--- config.mk ---
export PLATFORM = sky130hd
export DESIGN_NAME = lbf_loopback
export DESIGN_NICKNAME = d
export VERILOG_FILES = /design/src/rtl/lbf_pkg.sv /design/src/rtl/lbf_cfg_reg.sv /design/src/rtl/lbf_sample_pos.sv /design/src/rtl/lbf_delay.sv /design/src/rtl/lbf_break.sv /design/src/rtl/lbf_loopback.sv
export SDC_FILE = /design/constraint.sdc
export NUM_CORES = 1
export LEC_CHECK = 0
export BUFFER_PORTS_ARGS = -buffer_cell sky130_fd_sc_hd__buf_4
export CAP_MARGIN = 20
export CORE_UTILIZATION = 45
export DETAILED_ROUTE_END_ITERATION = 10
export GPL_ROUTABILITY_DRIVEN = 0
export PLACE_DENSITY = 0.76
export SLEW_MARGIN = 0
export SYNTH_ARGS = -nofsm -noshare
export SYNTH_HDL_FRONTEND = slang
export SYNTH_SLANG_ARGS = --single-unit
--- constraint.sdc ---
create_clock -name clk_i -period 3.1 [get_ports clk_i]
set_input_delay 0.31 -clock clk_i [delete_from_list [all_inputs] [get_ports clk_i]]
set_output_delay 0.31 -clock clk_i [all_outputs]
set_load 0.02 [all_outputs]
--- src/rtl/lbf_pkg.sv ---
package lbf_pkg;
  typedef enum logic [2:0] {
    BK_IDLE   = 3'd0,
    BK_START  = 3'd1,
    BK_DATA   = 3'd2,
    BK_PARITY = 3'd3,
    BK_STOP   = 3'd4
  } bit_kind_e;

  localparam int unsigned SHIFT_W   = 3;
  localparam int unsigned MASK_W    = 2;
  localparam int unsigned KEY_LSB   = 0;
  localparam int unsigned SHIFT_LSB = 4;
  localparam int unsigned MASK_LSB  = 8;
  localparam int unsigned PAR_BIT   = 12;
  localparam int unsigned BRK_BIT   = 13;
  localparam int unsigned LOOP_BIT  = 16;
  localparam logic [3:0]  TEST_KEY  = 4'hA;
  localparam logic [31:0] WR_MASK   = 32'h0001_337F;

  typedef struct packed {
    logic               loop_en;
    logic               brk_inj;
    logic               par_inj;
    logic [MASK_W-1:0]  mask;
    logic [SHIFT_W-1:0] shift;
    logic [3:0]         key;
  } cfg_t;
endpackage

--- src/rtl/lbf_cfg_reg.sv ---
module lbf_cfg_reg
  import lbf_pkg::*;
(
  input  logic        clk_i,
  input  logic        rst_ni,
  input  logic        we_i,
  input  logic [31:0] wdata_i,
  output logic [31:0] rdata_o,
  output cfg_t        cfg_o
);
  logic [31:0] word_q;

  always_ff @(posedge clk_i or negedge rst_ni) begin
    if (!rst_ni)   word_q <= '0;
    else if (we_i) word_q <= wdata_i & WR_MASK;
  end

  assign rdata_o       = word_q;
  assign cfg_o.key     = word_q[KEY_LSB +: 4];
  assign cfg_o.shift   = word_q[SHIFT_LSB +: SHIFT_W];
  assign cfg_o.mask    = word_q[MASK_LSB +: MASK_W];
  assign cfg_o.par_inj = word_q[PAR_BIT];
  assign cfg_o.brk_inj = word_q[BRK_BIT];
  assign cfg_o.loop_en = word_q[LOOP_BIT];
endmodule

--- src/rtl/lbf_sample_pos.sv ---
module lbf_sample_pos
  import lbf_pkg::*;
(
  input  logic              clk_i,
  input  logic              rst_ni,
  input  logic              tick_i,
  input  logic              center_i,
  input  logic [MASK_W-1:0] mask_i,
  output logic              inv_o
);
  // slots elapsed since the center slot: 0 = none tracked, 1..2 = center+1..+2
  logic [MASK_W-1:0] after_q;

  always_ff @(posedge clk_i or negedge rst_ni) begin
    if (!rst_ni) after_q <= '0;
    else if (tick_i) begin
      if (center_i)          after_q <= MASK_W'(1);
      else if (after_q == 1) after_q <= MASK_W'(2);
      else                   after_q <= '0;
    end
  end

  always_comb begin
    inv_o = 1'b0;
    if (mask_i != '0) begin
      if (center_i)          inv_o = (mask_i == MASK_W'(1));
      else if (after_q != 0) inv_o = (mask_i == after_q + MASK_W'(1));
    end
  end
endmodule

--- src/rtl/lbf_delay.sv ---
module lbf_delay #(
  parameter int unsigned DEPTH = 8,
  localparam int unsigned SW = $clog2(DEPTH)
) (
  input  logic          clk_i,
  input  logic          rst_ni,
  input  logic          tick_i,
  input  logic          d_i,
  input  logic [SW-1:0] sel_i,
  output logic          q_o
);
  logic [DEPTH-1:0] line_q;
  logic [SW-1:0]    idx;

  always_ff @(posedge clk_i or negedge rst_ni) begin
    if (!rst_ni)     line_q <= '1;
    else if (tick_i) line_q <= {line_q[DEPTH-2:0], d_i};
  end

  assign idx = sel_i - SW'(1);
  assign q_o = (sel_i == '0) ? d_i : line_q[idx];
endmodule

--- src/rtl/lbf_break.sv ---
module lbf_break #(
  parameter int unsigned SLOTS = 80,
  localparam int unsigned CW = $clog2(SLOTS + 1)
) (
  input  logic clk_i,
  input  logic rst_ni,
  input  logic tick_i,
  input  logic arm_i,
  output logic active_o
);
  logic [CW-1:0] cnt_q;

  always_ff @(posedge clk_i or negedge rst_ni) begin
    if (!rst_ni) cnt_q <= '0;
    else if (tick_i) begin
      if (arm_i)             cnt_q <= CW'(SLOTS);
      else if (cnt_q != '0)  cnt_q <= cnt_q - CW'(1);
    end
  end

  assign active_o = (cnt_q != '0) && !arm_i;
endmodule

--- src/rtl/lbf_loopback.sv ---
module lbf_loopback
  import lbf_pkg::*;
#(
  parameter int unsigned OVS      = 8,
  parameter int unsigned BRK_BITS = 10
) (
  input  logic        clk_i,
  input  logic        rst_ni,
  input  logic        cfg_we_i,
  input  logic [31:0] cfg_wdata_i,
  output logic [31:0] cfg_rdata_o,
  input  logic        tick_i,
  input  logic [2:0]  bit_kind_i,
  input  logic        center_i,
  input  logic        tx_i,
  input  logic        pin_rx_i,
  output logic        rx_o
);
  localparam int unsigned BRK_SLOTS = OVS * BRK_BITS;
  localparam int unsigned DLY_DEPTH = 1 << SHIFT_W;

  cfg_t      cfg;
  bit_kind_e kind;
  logic      test_on, tx_mod, tx_dly, inv, brk_arm, brk_act, lb_d, lb_q;
  logic [SHIFT_W-1:0] dly_sel;

  assign kind    = bit_kind_e'(bit_kind_i);
  assign test_on = cfg.loop_en && (cfg.key == TEST_KEY);

  lbf_cfg_reg u_cfg (
    .clk_i, .rst_ni, .we_i(cfg_we_i), .wdata_i(cfg_wdata_i),
    .rdata_o(cfg_rdata_o), .cfg_o(cfg)
  );

  // frame-level faults act before the delay line
  always_comb begin
    tx_mod = tx_i;
    if (test_on && cfg.par_inj && kind == BK_PARITY) tx_mod = ~tx_i;
    if (test_on && cfg.brk_inj && kind == BK_STOP)   tx_mod = 1'b0;
  end

  assign dly_sel = test_on ? cfg.shift : '0;

  lbf_delay #(.DEPTH(DLY_DEPTH)) u_dly (
    .clk_i, .rst_ni, .tick_i, .d_i(tx_mod), .sel_i(dly_sel), .q_o(tx_dly)
  );

  lbf_sample_pos u_pos (
    .clk_i, .rst_ni, .tick_i, .center_i, .mask_i(cfg.mask), .inv_o(inv)
  );

  assign brk_arm = test_on && cfg.brk_inj && kind == BK_STOP;

  lbf_break #(.SLOTS(BRK_SLOTS)) u_brk (
    .clk_i, .rst_ni, .tick_i, .arm_i(brk_arm), .active_o(brk_act)
  );

  always_comb begin
    if (!test_on) lb_d = tx_i;
    else begin
      lb_d = (kind == BK_START) ? tx_mod : tx_dly;
      if (inv)     lb_d = ~lb_d;
      if (brk_act) lb_d = 1'b0;
    end
  end

  always_ff @(posedge clk_i or negedge rst_ni) begin
    if (!rst_ni)     lb_q <= 1'b1;
    else if (tick_i) lb_q <= lb_d;
  end

  assign rx_o = cfg.loop_en ? lb_q : pin_rx_i;
endmodule

==> results.sh, run 1 <==
export IMPL_fmax_mhz=396.2
export IMPL_ys_flop_type="dfrtp_1"
export IMPL_rows=22
export IMPL_synth_edf_count=0
export IMPL_crit_path_max_fanout=6
export IMPL_synth_area_top_cells="dfrtp_1 30%, dfstp_2 13%, mux2_2 11%"
export IMPL_avgSynthCellArea_um2=10.46
export IMPL_grt_pass1_vias=1284
export IMPL_crit_type="reg2reg"
export IMPL_fin_crit_ns=2.524
export IMPL_fp_dieH_um=64.68
export IMPL_fin_setup_tns_ns=0
export IMPL_worst_ep_required_time_ns=3.30
export IMPL_finalPower_uw=1217
export IMPL_design_area_mm2=0.002095
export IMPL_io_buffers=34
export IMPL_muxShareOfSynthArea_pct=13.16
export IMPL_total_leakage_power_uw=0.0009290
export IMPL_netlist_instances=169
export IMPL_rsz0062_at_grt="false"
export IMPL_routed_wl_um=3032
export IMPL_cts_buffer_depth=2
export IMPL_die_w_um=64.68
export IMPL_ys_warn_count=0
export IMPL_yosysTopAreaCellShare_pct=29.72
export IMPL_area_growth_pct=18.47
export IMPL_finalHoldViolations=0
export IMPL_status="completed"
export IMPL_yosys_top_cells_count="21 x dfrtp_1, 20 x buf_4, 18 x mux2_2, 13 x nand2_1, 10 x inv_1"
export IMPL_antenna_found_initial=0
export IMPL_insertion_delay_ns=0.28
export IMPL_grt_overflow=0
export IMPL_nets=255
export IMPL_dpl_hpwl_um=2304
export IMPL_worstHoldPathType="in2reg"
export IMPL_whs_ns=0.2325
export IMPL_yosys_area_top_type="dfrtp_1"
export IMPL_synth_simple_area_share_pct=15.57
export IMPL_max_cap_violations=0
export IMPL_synth_distinct_cells=44
export IMPL_synthAdderAreaFrac_pct=3.539
export IMPL_worstPathArrival_ns=2.73
export IMPL_numClockSinks=30
export IMPL_antenna_cells=0
export IMPL_wire_per_inst_um=11.80
export IMPL_cts_tree="built"
export IMPL_cp_start_kind="register"
export IMPL_root_buffer="clkbuf_8"
export IMPL_hold_buffers=1
export IMPL_coreArea_mm2=0.003716
export IMPL_die_area_mm2=0.004184
export IMPL_drc=0
export IMPL_ys_ff_latch=30
export IMPL_htreeDepth=2
export IMPL_synth_area_mm2=0.001768
export IMPL_powerDensity_mw_per_mm2=581.0
export IMPL_postRouteAntennaNets=0
export IMPL_synth_xor_area_share_pct=3.468
export IMPL_yosysMostFrequentCell="dfrtp_1"
export IMPL_min_period_over_period_pct=81.41
export IMPL_clk_pin_slew_ns=0.06
export IMPL_ir_drop_mv=0.2836
export IMPL_viasPerCell=4.938
export IMPL_skew_ns=0.007133
export IMPL_synth_top_family_by_area="simple AND/OR/NAND/NOR gates"
export IMPL_grt_pass1_wl_um=5361
export IMPL_yosysSeqAreaShare_pct=43.10
export IMPL_critPathCaptureType="register"
export IMPL_initial_core_util_pct=47.58
export IMPL_grt_max_degree=31
export IMPL_drive_above_1_share_pct=35.41
export IMPL_grtUsageTotal_pct=16.90
export IMPL_finalSetupViolCount=0
export IMPL_drt_pass1_iter_count=4
export IMPL_ctsResizeCount=0
export IMPL_cts_setup_buffers=0
export IMPL_synth_compound_area_share_pct=9.483
export IMPL_dpl_instance_area_mm2=0.002004
export IMPL_vias=1269
export IMPL_cts_made_buffers=5
export IMPL_slew_violations=0
export IMPL_io_pins=75
export IMPL_drtIter0Drc=38
export IMPL_ys_async_sr_fraction_pct=100.0
## layout by cell type, fill, tap and decap left out, types with 2 or more instances in the layout
| cell | netlist | final |
|---|---|---|
| a21oi_1 | 3 | 3 |
| a31oi_1 | 3 | 3 |
| and2_1 | 2 | 2 |
| buf_4 | 20 | 36 |
| clkbuf_1 | 4 | 3 |
| clkbuf_8 | 0 | 5 |
| conb_1 | 1 | 20 |
| dfrtp_1 | 21 | 21 |
| dfstp_2 | 9 | 9 |
| ha_1 | 5 | 5 |
| inv_1 | 10 | 10 |
| mux2_2 | 18 | 18 |
| mux2i_1 | 3 | 3 |
| nand2_1 | 13 | 13 |
| nand3b_1 | 2 | 2 |
| nand4b_1 | 2 | 2 |
| nor2_1 | 6 | 6 |
| nor3_1 | 2 | 2 |
| nor4_1 | 6 | 6 |
| o21ai_0 | 8 | 8 |
| o22ai_1 | 2 | 2 |
| xnor2_1 | 5 | 5 |
| xor2_1 | 2 | 2 |
## where the power goes
part	internal (µW)	switching (µW)	leakage (µW)	total (µW)
Sequential	502	80.5	0.000345	583
Combinational	172	169	0.000544	340
Clock	159	135	0.0000395	294
## cell type report
cell class                      instances  area, µm²
Fill cell                             342       1622
Multi-Input combinational cell        124      874.6
Tap cell                               48      60.06
Clock buffer                            8      80.08
Sequential cell                        30      762.0
Timing Repair Buffer                   37      280.3
Inverter                               10      37.54
## logic make-up after synthesis
kind of cell / Yosys count
and+or+nand+nor: 46
buffers and inverters: 34
DFF: 30
AOI/OAI and AO/OA: 25
muxes: 21
xor gates and xnor gates: 7
adders and majority gates: 5
other: 1
## critical path, cell delays in order (launching register included)
cell	delay, ns
dfrtp_1	0.40
nand4b_1	0.21
nor2_1	0.18
nand2_1	0.09
ha_1	0.40
mux2i_1	0.22
a31oi_1	0.05
or4b_1	0.53
o211ai_1	0.13
xnor2_1	0.08
o21ai_0	0.15
## state kept, by name, summed over array words and instances (netlist names)
name / cells
u_cfg.rdata_o: 12
u_dly.line_q: 8
u_brk.cnt_q: 7
u_pos.after_q: 2
lb_q: 1
## routing by layer
metal | global-route usage (%) | vias up | wire length (µm)
met4 | 8.333 | 0 | 59
met5 | 0 | - | 0
li1 | - | 635 | -
met2 | 28.68 | 36 | 1447
met3 | 4.577 | 6 | 166
met1 | 19.51 | 592 | 1359
## metrics by stage
| step | utilization, % | cells | worst slack, ns |
|---|---|---|---|
| 2_1_floorplan | - | 188 | 0.5280 |
| 3_3_place_gp | 53.94 | 248 | 0.5960 |
| 3_5_place_dp | 53.94 | 248 | 0.5782 |
| 4_1_cts | 56.36 | 257 | 0.5470 |
| 5_1_grt | 56.36 | 257 | 0.3078 |
| 6_report | 56.36 | 257 | 0.5763 |
## path summary, 6_finish.rpt
path | depth (start not counted) | slack [ns] | endpoint | start
worst max-delay path | 10 | 0.58 | lb_q | u_cfg.rdata_o[2]
max in group asynchronous | 2 | 2.28 | u_dly.line_q[7] | rst_ni
worst min register to register | 2 | 0.48 | u_dly.line_q[0] | u_dly.line_q[0]
worst max register to register | 10 | 0.58 | lb_q | u_cfg.rdata_o[2]
min in group asynchronous | 2 | 0.49 | u_cfg.rdata_o[12] | rst_ni
worst min-delay path | 2 | 0.23 | u_pos.after_q[1] | center_i
(Power assumes the default switching activity.)
==> run 2: changes to the inputs <==
--- a/config.mk
+++ b/config.mk
@@ -7,7 +7,7 @@
 export LEC_CHECK = 0
 export BUFFER_PORTS_ARGS = -buffer_cell sky130_fd_sc_hd__buf_4
 export CAP_MARGIN = 20
-export CORE_UTILIZATION = 45
+export CORE_UTILIZATION = 43
 export DETAILED_ROUTE_END_ITERATION = 10
 export GPL_ROUTABILITY_DRIVEN = 0
 export PLACE_DENSITY = 0.76
==> constraint.sdc (replaced) <==
create_clock -name clk_i -period 2.23 [get_ports clk_i]
set_input_delay 0.223 -clock clk_i [delete_from_list [all_inputs] [get_ports clk_i]]
set_output_delay 0.223 -clock clk_i [all_outputs]
set_load 0.02 [all_outputs]
==> run 2 against run 1 <==
Effect of this change:
- the flow now finishes with violations (negative setup slack)
- via count grew 4.3%
- utilization increased by 2.1 points
- wire length rose by 8.8%
- largest cell class unchanged
- critical endpoint unchanged
==> results.sh, run 2 (synthesized netlist as in run 1, its figures left out) <==
export IMPL_die_area_mm2=0.004372
export IMPL_die_w_um=66.12
export IMPL_total_leakage_power_uw=0.0009972
export IMPL_fmax_mhz=421.3
export IMPL_cts_buffer_depth=2
export IMPL_grt_pass1_wl_um=5437
export IMPL_root_buffer="clkbuf_8"
export IMPL_viasPerCell=4.918
export IMPL_rows=22
export IMPL_critPathCaptureType="register"
export IMPL_status="complete, but fails checks"
export IMPL_antenna_cells=0
export IMPL_io_buffers=34
export IMPL_ir_drop_mv=0.3321
export IMPL_clk_pin_slew_ns=0.07
export IMPL_dpl_hpwl_um=2437
export IMPL_worstHoldPathType="in2reg"
export IMPL_wire_per_inst_um=12.26
export IMPL_grt_pass1_vias=1276
export IMPL_grt_overflow=0
export IMPL_violations="negative setup slack"
export IMPL_drt_pass1_iter_count=3
export IMPL_drive_above_1_share_pct=42.53
export IMPL_layout_commonest_cell="buf_4"
export IMPL_numClockSinks=30
export IMPL_insertion_delay_ns=0.28
export IMPL_final_cell_mix="48 x buf_4, 20 x conb_1, 20 x dfrtp_1"
export IMPL_grt_max_degree=31
export IMPL_worst_ep_required_time_ns=2.44
export IMPL_fp_dieH_um=66.12
export IMPL_place_inst=257
export IMPL_nets=267
export IMPL_cts_tree="built"
export IMPL_drc=0
export IMPL_routed_wl_um=3298
export IMPL_rsz0062_at_grt="true"
export IMPL_finalSetupViolCount=1
export IMPL_nFillCells=328
export IMPL_drtIter0Drc=42
export IMPL_coreArea_mm2=0.003799
export IMPL_skew_ns=0.008225
export IMPL_cts_made_buffers=5
export IMPL_max_cap_violations=0
export IMPL_initial_core_util_pct=46.54
export IMPL_preCtsSetupSlack_ns=-0.1261
export IMPL_powerDensity_mw_per_mm2=795.1
export IMPL_worst_slack_ns=-0.1434
export IMPL_fin_cells=269
export IMPL_area_growth_pct=25.62
export IMPL_grtUsageTotal_pct=16.87
export IMPL_crit_path_max_fanout=6
export IMPL_min_period_over_period_pct=106.4
export IMPL_slew_violations=0
export IMPL_postRouteAntennaNets=0
export IMPL_io_pins=75
export IMPL_worstPathArrival_ns=2.59
export IMPL_whs_ns=0.1505
export IMPL_cp_start_kind="register"
export IMPL_fin_crit_ns=2.373
export IMPL_finalHoldViolations=0
export IMPL_largest_reg_flops=12
export IMPL_crit_type="reg2reg"
export IMPL_antenna_found_initial=0
export IMPL_htreeDepth=2
export IMPL_vias=1323
[run 2: cell count changes in the layout (fill, tap and decap cells not counted), moves of 2 or more]
cell	delta
buf_4	+12
clkbuf_1	-2
nand2_1	-2
nand2_2	+2
[run 2: stage by stage]
step / setup TNS (ns) / util [%] / total power (µW) / instance area, µm²
final: -0.1434 / 58.47 / 1766 / 2221
after global routing: -0.2757 / 58.47 / 1887 / 2221
after CTS: -0.09560 / 58.14 / 1780 / 2208
after detailed placement: -0.1261 / 55.07 / 1320 / 2092
after global placement: -0.1239 / 55.07 / 1303 / 2092
after floorplan: -0.2081 / - / 1173 / 1859
[run 2: critical path, stage by stage, from the launching register on]
cell	delay, ns
dfrtp_2	0.39
nand4b_1	0.20
nor2_2	0.22
nand2_2	0.09
ha_4	0.30
mux2i_1	0.20
a31oi_1	0.06
or4b_1	0.48
o211ai_1	0.14
xnor2_1	0.15
o21ai_1	0.07
[run 2: worst paths after layout]
kind                                  start          endpoint  slack [ns]  cells after the start
min in group asynchronous            rst_ni    u_brk.cnt_q[1]        0.40                      2
hold / removal                     center_i  u_pos.after_q[1]        0.15                      2
setup reg to reg           u_cfg.rdata_o[2]              lb_q       -0.14                     10
setup / recovery           u_cfg.rdata_o[2]              lb_q       -0.14                     10
max in group asynchronous            rst_ni   u_dly.line_q[6]        1.51                      2
hold reg to reg             u_dly.line_q[0]   u_dly.line_q[0]        0.50                      2
[run 2: metal layers]
layer / global-route usage [%] / vias to the layer above / part of all wire [%] / wire, µm
li1: - / 660 / - / -
met1: 18.59 / 614 / 42 / 1386
met2: 28.83 / 40 / 49 / 1614
met3: 5.690 / 9 / 6.3 / 207
met4: 8.245 / 0 / 2.7 / 89
met5: 0 / - / 0 / 0
[run 2: power breakdown]
| group | internal [µW] | total [µW] | switching, µW |
|---|---|---|---|
| clock | 248 | 447 | 199 |
| combinational | 260 | 515 | 254 |
| sequential | 698 | 804 | 106 |
| total | 1210 | 1770 | 559 |
[run 2: cell type report]
class / count / area, µm² / area share (%)
repair buffers: 49 / 370.4 / 16.68
flip-flops and latches: 30 / 763.2 / 34.37
inverters: 10 / 37.54 / 1.690
clock buffers: 7 / 86.33 / 3.887
clock inverters: 1 / 5.005 / 0.2254
multi-input cells: 124 / 898.4 / 40.45
well taps: 48 / 60.06 / 2.704
[run 2: timing repair]
action                     CTS  global route
gates resized for setup      0             2
hold endpoints to repair    21             0
setup endpoints to repair    1             1
buffers inserted             2             1
pin swaps                    2             4
hold buffers                 1             0
